### config.mk
export PLATFORM = sky130hd
export DESIGN_NAME = ecc_op_tracker
export DESIGN_NICKNAME = d
export VERILOG_FILES = /design/src/rtl/ecc_trk_pkg.sv /design/src/rtl/ecc_addr_check.sv /design/src/rtl/ecc_outcome_classify.sv /design/src/rtl/ecc_op_tracker.sv
export SDC_FILE = /design/constraint.sdc
export NUM_CORES = 1
export LEC_CHECK = 0
export ABC_CLOCK_PERIOD_IN_PS = 2300
export BUFFER_PORTS_ARGS = -buffer_cell sky130_fd_sc_hd__buf_2
export CAP_MARGIN = 15
export CELL_PAD_IN_SITES_DETAIL_PLACEMENT = 1
export CELL_PAD_IN_SITES_GLOBAL_PLACEMENT = 1
export CORE_UTILIZATION = 25
export CTS_CLUSTER_DIAMETER = 80
export DETAILED_ROUTE_END_ITERATION = 10
export PLACE_DENSITY = 0.54
export SETUP_SLACK_MARGIN = 0.4
export SYNTH_ARGS = -nofsm -noshare
export SYNTH_HDL_FRONTEND = slang
export SYNTH_SLANG_ARGS = --single-unit
### constraint.sdc
create_clock -name clk -period 2.3 [get_ports clk]
set_clock_uncertainty 0.2 [all_clocks]
set_input_delay 0 -clock clk [delete_from_list [all_inputs] [get_ports clk]]
set_output_delay 0 -clock clk [all_outputs]
set_load 0.005 [all_outputs]
### src/rtl/ecc_trk_pkg.sv
package ecc_trk_pkg;

    typedef enum logic [1:0] {
        ST_PASS        = 2'b00,
        ST_ADDR_FAULT  = 2'b01,
        ST_COUNT_FAULT = 2'b10,
        ST_PAGE_FAULT  = 2'b11
    } ecc_code_e;

endpackage

### src/rtl/ecc_addr_check.sv
module ecc_addr_check #(
    parameter int          ADDR_W      = 32,
    parameter int          ALIGN_BYTES = 512,
    parameter int unsigned ADDR_LIMIT  = 32'h0100_0000
) (
    input  logic [ADDR_W-1:0] addr_i,
    output logic              ok_o
);
    localparam int ALIGN_LSB = $clog2(ALIGN_BYTES);
    localparam logic [ADDR_W-1:0] LIMIT = ADDR_W'(ADDR_LIMIT);

    logic aligned;
    logic in_range;

    always_comb begin
        aligned  = (addr_i[ALIGN_LSB-1:0] == '0);
        in_range = (addr_i < LIMIT);
        ok_o     = aligned && in_range;
    end
endmodule

### src/rtl/ecc_outcome_classify.sv
module ecc_outcome_classify
    import ecc_trk_pkg::*;
#(
    parameter int LEN_W      = 16,
    parameter int PAGE_BYTES = 2048
) (
    input  logic             no_skip_i,
    input  logic [LEN_W:0]   got_bytes_i,
    input  logic [LEN_W-1:0] want_bytes_i,
    output ecc_code_e        code_o
);
    localparam int CNT_W = LEN_W + 1;
    localparam logic [CNT_W-1:0] PAGE = CNT_W'(PAGE_BYTES);

    logic short_page;
    logic mismatch;

    always_comb begin
        short_page = no_skip_i && (got_bytes_i < PAGE);
        mismatch   = (got_bytes_i != {1'b0, want_bytes_i});
        if (short_page) begin
            code_o = ST_PAGE_FAULT;
        end else if (mismatch) begin
            code_o = ST_COUNT_FAULT;
        end else begin
            code_o = ST_PASS;
        end
    end
endmodule

### src/rtl/ecc_op_tracker.sv
module ecc_op_tracker
    import ecc_trk_pkg::*;
#(
    parameter int          ADDR_W      = 32,
    parameter int          LEN_W       = 16,
    parameter int          PAGE_BYTES  = 2048,
    parameter int          ALIGN_BYTES = 512,
    parameter int          BEAT_BYTES  = 4,
    parameter int unsigned ADDR_LIMIT  = 32'h0100_0000
) (
    input  logic              clk,
    input  logic              rst_n,
    input  logic              start_i,
    input  logic [ADDR_W-1:0] start_addr_i,
    input  logic [LEN_W-1:0]  start_len_i,
    input  logic              skip_mode_i,
    input  logic              beat_i,
    input  logic              end_i,
    output logic              busy_o,
    output logic [1:0]        last_status_o
);
    localparam int CNT_W = LEN_W + 1;
    localparam logic [CNT_W:0] STEP = (CNT_W + 1)'(BEAT_BYTES);

    typedef struct packed {
        logic             busy;
        logic             skip;
        logic [LEN_W-1:0] len;
        logic [CNT_W-1:0] cnt;
        ecc_code_e        code;
    } trk_state_t;

    trk_state_t st_d, st_q;

    logic             addr_ok;
    logic [CNT_W:0]   cnt_sum;
    logic [CNT_W-1:0] cnt_upd;
    ecc_code_e        end_code;

    ecc_addr_check #(
        .ADDR_W     (ADDR_W),
        .ALIGN_BYTES(ALIGN_BYTES),
        .ADDR_LIMIT (ADDR_LIMIT)
    ) u_addr_check (
        .addr_i(start_addr_i),
        .ok_o  (addr_ok)
    );

    // Saturating byte count including a beat that arrives this cycle.
    always_comb begin
        cnt_sum = {1'b0, st_q.cnt} + STEP;
        if (!beat_i) begin
            cnt_upd = st_q.cnt;
        end else if (cnt_sum[CNT_W]) begin
            cnt_upd = '1;
        end else begin
            cnt_upd = cnt_sum[CNT_W-1:0];
        end
    end

    ecc_outcome_classify #(
        .LEN_W     (LEN_W),
        .PAGE_BYTES(PAGE_BYTES)
    ) u_classify (
        .no_skip_i   (!st_q.skip),
        .got_bytes_i (cnt_upd),
        .want_bytes_i(st_q.len),
        .code_o      (end_code)
    );

    always_comb begin
        st_d = st_q;
        if (!st_q.busy) begin
            if (start_i) begin
                if (addr_ok) begin
                    st_d.busy = 1'b1;
                    st_d.skip = skip_mode_i;
                    st_d.len  = start_len_i;
                    st_d.cnt  = '0;
                end else begin
                    st_d.code = ST_ADDR_FAULT;
                end
            end
        end else begin
            st_d.cnt = cnt_upd;
            if (end_i) begin
                // Code and busy change on the same edge: no stale window.
                st_d.busy = 1'b0;
                st_d.code = end_code;
            end
        end
    end

    always_ff @(posedge clk) begin
        if (!rst_n) begin
            st_q <= '{busy: 1'b0, skip: 1'b0, len: '0, cnt: '0, code: ST_PASS};
        end else begin
            st_q <= st_d;
        end
    end

    assign busy_o        = st_q.busy;
    assign last_status_o = st_q.code;
endmodule

# Yosys cells after proc, flatten, opt, wreduce, memory -nomap -nowiden
# Index checks and enable logic that the tools add are counted.
[classes]
muxes = 11
shift = 0
div = 0
bitwise_logic = 1
n_reduce_logical = 9
order_cmp = 2
mul = 0
n_addsub = 1
eq_ne = 3
[op_table]
columns = ["operator", "n"]
rows = [
  ["two-way mux 37 bit", 1],
  ["two-way mux 35 bit", 1],
  ["two-way mux 17 bit", 2],
  ["< comparator 32 x 25 -> 1 bit, second input constant", 1],
  ["two-way mux 19 bit", 1],
  ["adder 17 x 3 -> 18 bit, second input constant", 1],
  ["< comparator 17 x 12 -> 1 bit, second input constant", 1],
  ["!= test 17 x 16 -> 1 bit", 1],
  ["zero test 9 bit", 1],
  ["two-way mux 2 bit", 4],
  ["AND reduction 3 bit", 2],
  ["!= test 2 bit, second input constant", 2],
  ["nonzero test 2 bit", 2],
  ["logical AND 1 bit", 2],
  ["two-way mux 1 bit", 2],
  ["AND reduction 2 bit", 1],
  ["zero test 1 bit", 1],
  ["inverter 1 bit", 1],
]
[word_totals]
latch_bits = 0
n_memories = 0
rom_bits = 0
input_bits = 54
wordCells = 32
ram_bits = 0
ff_bits = 37
out_inout_bits = 3

# Logic depth before layout (Yosys ltp)
# Gate-level depths: netlist of the first run.
[logic_depth]
word_depth = 8
ltp_mapped = 9
mapped_depth_nobuf = 8

# By module
# From an unflattened synthesis of the first run, not the netlist that was laid out.
[unflattened]
hier_cells = 275
area_unflattened_um2 = 2194.6
[by_module_without_submodules]
columns = ["mod", "cells_each", "area_each_um2", "instances", "seq_area_each_um2"]
rows = [
  ["ecc_op_tracker", 243, 1935.6, 1, 740.7],
  ["ecc_outcome_classify", 26, 217.7, 1, 0.0],
  ["ecc_addr_check", 6, 41.3, 1, 0.0],
]

# Worst setup path before layout of the first run
# Ideal clock, no wire load.
[synth_path]
path_kind = "flip-flop to flip-flop"
start = "register st_q[4] (netlist bit)"
end = "register st_q (netlist bit last_status_o[1])"
synth_period_minus_slack_ns = 2.431
stages_incl_launch_ff = 9
path_buffers = 0
setup_time_ns = 0.074
slack_ns = -0.131
required_ns = 2.026
t_arrival_ns = 2.157
cell_sequence = "dfxtp_1 ha_1 nand4_1 or4_1 xnor2_1 nor2_1 nand4_1 or3_1 a31oi_1"
[synth_between]
elab_chain_len = 8
elab_cells_between_ends = 10
classes_between = "add/sub: 1; order compare: 1; eq/ne: 1; mux: 6; reduce/logical: 1"
[synth_lines]
columns = ["element", "line", "source"]
rows = [
  ["start, declared", "ecc_op_tracker.sv:33", "trk_state_t st_d, st_q;"],
  ["start signal, assigned", "ecc_op_tracker.sv:96", "st_q <= '{busy: 1'b0, skip: 1'b0, len: '0, cnt: '0, code: ST_PASS};"],
  ["start signal, assigned", "ecc_op_tracker.sv:98", "st_q <= st_d;"],
  ["adder 17 x 3 -> 18 bit", "ecc_op_tracker.sv:51", "cnt_sum = {1'b0, st_q.cnt} + STEP;"],
  ["two-way mux 17 bit", "ecc_op_tracker.sv:54", "end else if (cnt_sum[CNT_W]) begin"],
  ["two-way mux 17 bit (*)", "ecc_op_tracker.sv:52", "if (!beat_i) begin"],
  ["< comparator 17 x 12 -> 1 bit or != test 17 x 16 -> 1 bit (tied branches)", "ecc_outcome_classify.sv:19, ecc_outcome_classify.sv:20", ""],
  ["logical AND 1 bit or two-way mux 2 bit (tied branches)", "ecc_outcome_classify.sv:19, ecc_outcome_classify.sv:23", ""],
  ["two-way mux 2 bit (*)", "ecc_outcome_classify.sv:21", "if (short_page) begin"],
  ["two-way mux 2 bit (*)", "ecc_op_tracker.sv:86", "if (end_i) begin"],
  ["two-way mux 19 bit (*)", "ecc_op_tracker.sv:73", "if (!st_q.busy) begin"],
]
# Mark *: on every way between the ends. The rest lies on a longest branch, timed or not. The select of a mux whose other input is x is not followed.
# A chain may end at the register's enable or synchronous reset.

# Worst setup path in the final report of the first run
# Ends and elaborated chain as after synthesis.

==> results of run 1 <==
synthesized netlist by cell type (all sizes together), types with 2 or more instances:
| library cell | n | area share |
|---|---|---|
| and2 | 6 | 0.016 |
| mux2 | 3 | 0.015 |
| mux2i | 19 | 0.083 |
| nand2b | 2 | 0.0055 |
| nand3 | 8 | 0.018 |
| nand4 | 14 | 0.045 |
| nor3 | 7 | 0.015 |
| nor2b | 22 | 0.060 |
| a21oi | 11 | 0.024 |
| or3 | 4 | 0.011 |
| clkbuf | 10 | 0.016 |
| dfxtp | 37 | 0.33 |
| xor2 | 8 | 0.031 |
| o211ai | 3 | 0.0099 |
| or4 | 2 | 0.0066 |
| xnor2 | 9 | 0.035 |
| nand2 | 19 | 0.031 |
| buf | 9 | 0.024 |
| nor3b | 2 | 0.0066 |
| o21ai | 22 | 0.048 |
| nor4 | 9 | 0.031 |
| inv | 6 | 0.0099 |
| a21o | 3 | 0.0099 |
| a21boi | 11 | 0.036 |
| nor2 | 23 | 0.038 |
| o31ai | 2 | 0.0066 |
what timing repair did:
item	in CTS	in global routing
gates resized for setup	31	33
hold endpoints to repair	20	1
setup buffers	6	3
pin swaps	15	8
setup endpoints to repair	15	16
hold buffers	18	1
area by class of cell:
class,count,area [sq um],share of cell area
Clock buffer,6,82.6,0.0237
Tap cell,108,135,0.0388
Clock inverter,2,36.3,0.0104
Multi-Input combinational cell,220,1570,0.450
Inverter,6,22.5,0.00647
Timing Repair Buffer,115,871,0.250
Sequential cell,37,768,0.221
per-layer routing:
metal | share of wire | global-route usage | up-vias
met4 | 0.0081 | 0.0362 | 0
met3 | 0.018 | 0.0252 | 4
met1 | 0.50 | 0.229 | 1145
met5 | 0 | 0 | -
met2 | 0.48 | 0.281 | 30
li1 | - | - | 1209
sequential cells by signal, summed over array words and instances (netlist names):
register       cells
busy_o             1
last_status_o      2
st_q              34
kinds of logic after synthesis:
| kind of cell | synth area share |
|---|---|
| buffers and inverters | 0.0505 |
| adders and majority gates | 0.00549 |
| muxes | 0.0983 |
| and+or+nand+nor | 0.294 |
| AOI/OAI and AO/OA | 0.161 |
| DFF | 0.325 |
| xor gates and xnor gates | 0.0654 |
where the power goes:
group / switching, uW / internal (uW) / leakage [uW] / total, uW
Sequential: 0.670 / 635 / 0.000306 / 636
Combinational: 31.7 / 57.0 / 0.00102 / 88.7
Clock: 272 / 354 / 0.0000617 / 627
worst max-delay path: stages (launching register included):
cell and delay (ps):
dfxtp_4 380, ha_4 130, nand4_1 90, buf_6 150, or4_4 460, xnor2_2 160
nor2_1 90, nand4_1 130, or3_1 330, a31oi_1 130
path summary, 6_finish.rpt:
kind | endpoint | slack, ps
setup / recovery | last_status_o[1] | -30
hold / removal | busy_o | 20
setup reg to reg | last_status_o[1] | -30
hold reg to reg | st_q[3] | 300
stage by stage:
step / hold slack (ps) / worst slack (ps) / utilization / setup TNS [ps]
finish: 17.1 / -25.6 / 0.397 / -42.5
global route: 55.9 / -270 / 0.397 / -431
CTS: -119 / -6.94 / 0.386 / -6.94
detailed placement: 66.4 / -139 / 0.335 / -139
global placement: 53.5 / -145 / 0.335 / -155
floorplan: -61.7 / 24.5 / - / 0
==> summary.txt, run 1 <==
outcome: complete, but fails checks
violated checks: negative setup slack
Residual DRC: 0
Startpoint Class: flop
max-cap violations: 0
I/O pin cnt: 57
Clk pin slew, worst setup/hold paths: 90 ps
Initial Util: 0.260
Max clock buf depth: 2
grt ovf: 0
crit path from: st_q[4]
Post-Syn Nets: 337
reg2reg path depth: 9
core area: 8760 sq um
dpl cells: 458
Async SR Flop Fraction: 0
Crit Path Category: flop to flop
Synth Warn #: 0
Mapped Area: 2280 sq um
commonest non-fill, non-tap cells in the layout: buf_4, buf_2, dfxtp_1, nor2b_1, nor2_1
post-DP HPWL: 5520 um
via count: 2388
Cells after Synth: 282
fin nets: 440
Seq cells post-synth: 37
final instance area: 3480 sq um
Pleak: 0.00139 uW
port bufs: 41
unrepaired setup endpoints after global routing: yes
largest net degree at the start of global routing: 37
Worst EP required: 2330 ps
hold wc startpoint: start_i
Design Power: 1350 uW
drt initial violations: 52
Slew headroom: 0.596
FILL cells: 1052
Area Growth Syn to Fin: 52.8%
row count: 34
post-synth cell types: 40
Mean Syn Cell Area: 8.08 sq um
wire per inst: 15.5 um
Die Wd: 97.5 um
detailed-route wire length: 7650 um
vias in the first global route: 2522
Hold WC Path Type: input port to flop
crit path time final: 2330 ps
Die ar.: 9500 sq um
setup violators final: 2
Clock Latency Late Sink: 290 ps
period utilisation layout: 1.01
hold path depth: 4
first-pass GRT wire length: 12800 um
post-synthesis sequential area ratio: 0.325
Worst VDD drop: 0.211 mV
layout cells sized above 1: 0.386
CTS buffer count: 5
Top FF cell, synth: dfxtp_1
Max Freq: 430 MHz
worst r2r src: st_q[4]
fin cells: 494
Total GRT Usage: 0.168
clk sink count: 37
# diodes: 0
clk root buf: clkbuf_8
setup slack after layout: -25.6 ps
worst-path fanout max: 5
area of placed instances: 2930 sq um
PwrDens: 388 nW/um^2
H-tree depth: 2
die height: 97.5 um
DR pass1 iterations: 4
fin. max-slew vios: 0
Arr. time, crit path: 2350 ps
CTS tree: yes
Worst Setup End Kind: flop
routability cong.: 0.829
most common cell after layout, fill and taps aside: buf_4
antenna-violating nets left: 0
EDFF count, synth: 0
mean number of vias per cell: 4.83
initial antenna violation count: 0
Final Hold Viols: 0
actual slew at the worst max-slew pin: 607 ps
No activity file was read; power rests on OpenSTA's default activity.
==> inputs of run 2 (changes only) <==
HOLD_SLACK_MARGIN = 0.12   (was unset)
==> summary.txt, run 2 (synthesized netlist as in run 1, its figures left out) <==
initial antenna violation count: 0 (unchanged)
Pleak: 0.00141 uW (+1.8%)
Slew headroom: 0.722 (+0.127)
period utilisation layout: 1.01 (-0.00132)
Design Power: 1360 uW (+0.42%)
fin nets: 445 (+1.1%)
wire per inst: 15.5 um (+0.37%)
worst r2r src: st_q[4]
actual slew at the worst max-slew pin: 411 ps (-195 ps)
pre-CTS setup slack: -139 ps (unchanged)
mean number of vias per cell: 4.84 (+0.20%)
Max clock buf depth: 2 (unchanged)
Area Growth Syn to Fin: 55.5%
footprint of the multi-input gates: 1570 sq um (unchanged)
reg2reg path depth: 9 (unchanged)
Residual DRC: 0 (unchanged)
crit path time final: 2320 ps (-3.04 ps)
most common cell after layout, fill and taps aside: buf_4
Largest register FFs: 34 (unchanged)
Final Hold Viols: 0 (unchanged)
worst path bufs/invs: 1 (unchanged)
routability cong.: 0.829 (unchanged)
setup slack after layout: -22.6 ps (+3.04 ps)
Worst path max stage delay: 460 ps (about the same)
worst-path fanout max: 5 (unchanged)
setup violators final: 2 (unchanged)
H-tree depth: 2 (unchanged)
Reg-to-Reg End: last_status_o[1]
layout cells sized above 1: 0.384 (-0.00238)
grt ovf: 0 (unchanged)
Sequential Area: 768 sq um (unchanged)
Hold WC Path Type: input port to flop
port bufs: 41 (unchanged)
I/O pin cnt: 57 (unchanged)
clk sink count: 37 (unchanged)
Die Wd: 97.5 um (unchanged)
Initial Util: 0.260 (unchanged)
row count: 34 (unchanged)
Clk pin slew, worst setup/hold paths: 90 ps (about the same)
Clock Latency Late Sink: 290 ps (about the same)
Arr. time, crit path: 2350 ps (about the same)
via count: 2417 (+1.2%)
Crit Path Category: flop to flop
FILL cells: 1049 (-0.29%)
outcome: complete, but fails checks
Die ar.: 9500 sq um (unchanged)
core area: 8760 sq um (unchanged)
Stages on worst setup path: 9 (unchanged)
hold worst-path end: last_status_o[0]
antenna-violating nets left: 0 (unchanged)
vias in the first global route: 2554 (+1.3%)
commonest non-fill, non-tap cells in the layout: buf_4, buf_2, dfxtp_1, dlygate4sd3_1, nor2b_1
Total GRT Usage: 0.171 (+0.00274)
# diodes: 0 (unchanged)
Max Freq: 431 MHz (+0.13%)
CP cell instances: ha_4 > nand4_1 > buf_6 > or4_4 > xnor2_2 > nor2_1 > nand4_1 > or3_1 > a31oi_1
hold slack: 156 ps (+139 ps)
CP dominant cell by count: nand4_1
CP top delay family: simple AND/OR/NAND/NOR gates
Worst EP required: 2330 ps (about the same)
CP max-delay cell: or4_4
clk root buf: clkbuf_8
hold wc startpoint: start_addr_i[26]
Top reg by flops: st_q
Worst VDD drop: 0.210 mV (-0.56%)
detailed-route wire length: 7760 um (+1.4%)
die height: 97.5 um (unchanged)
Final Core Density: 0.404 (+0.00685)
hold path depth: 5 (+1)
drt initial violations: 57 (+9.6%)
Worst Setup End Kind: flop
violated checks: negative setup slack
largest net degree at the start of global routing: 36 (-2.7%)
fin. max-slew vios: 0 (unchanged)
post-DP HPWL: 5520 um (unchanged)
first-pass GRT wire length: 13000 um (+1.5%)
Startpoint Class: flop
CTS tree: yes
PwrDens: 383 nW/um^2 (-1.3%)
unrepaired setup endpoints after global routing: yes
max-cap violations: 0 (unchanged)
DR pass1 iterations: 4 (unchanged)
reg2reg setup slack: -20 ps (about the same)
CTS buffer count: 5 (unchanged)
setup_tns: -26.1 ps (+16.4 ps)
-- run 2: cell count changes in the layout (fill, tap and decap cells not counted) --
cell           change
dlygate4sd3_1      +4
a21boi_0           -2
buf_12             +1
a21boi_1           +2
-- run 2: final cells by class --
type,instances,area share
clock buffer,6,0.0233
clock inverter,2,0.0102
inverter,6,0.00636
multi-input combinational,220,0.442
sequential,37,0.217
tap,108,0.0381
timing repair buffer,120,0.263
-- run 2: worst max path at each step --
stage / start / endpoint / slack, ps
after global placement: st_q[4] / last_status_o[1] / -150
final: st_q[4] / last_status_o[1] / -20
after CTS: st_q[5] / last_status_o[1] / -6
after global routing: st_q[4] / last_status_o[1] / -270
after detailed placement: st_q[9] / last_status_o[1] / -140
after floorplan: st_q[4] / last_status_o[1] / 20
-- run 2: repair_timing --
item / CTS / global route
setup endpoints to repair: 15 / 16
pin swaps: 15 / 10
buffers inserted: 6 / 3
hold buffers: 24 / 0
hold endpoints to repair: 37 / 0
gates resized for setup: 31 / 35
-- run 2: worst register-to-register path: stages (launching register included) --
cell,delay (ps)
dfxtp_4,380
ha_4,130
nand4_1,90
buf_6,150
or4_4,460
xnor2_2,160
nor2_1,90
nand4_1,130
or3_1,330
a31oi_1,130
-- run 2: through the flow --
step                      area, sq um  cells
after floorplan                  2310    282
after global placement           2930    458
after detailed placement         2930    458
after CTS                        3450    496
after global routing             3540    499
final                            3540    499
-- run 2: layer usage --
metal	global-route usage	part of all wire	wire, um	up-vias
met5	0	0	0	-
met4	0.0362	0.0099	77	0
met2	0.287	0.48	3710	40
met1	0.232	0.49	3800	1154
met3	0.0245	0.023	178	7
li1	-	-	-	1216
-- run 2: report_power, final --
| group | leakage [uW] | internal, uW | switching (uW) |
|---|---|---|---|
| Clock | 0.0000617 | 354 | 269 |
| Combinational | 0.00105 | 63.6 | 34.0 |
| Sequential | 0.000306 | 635 | 0.688 |
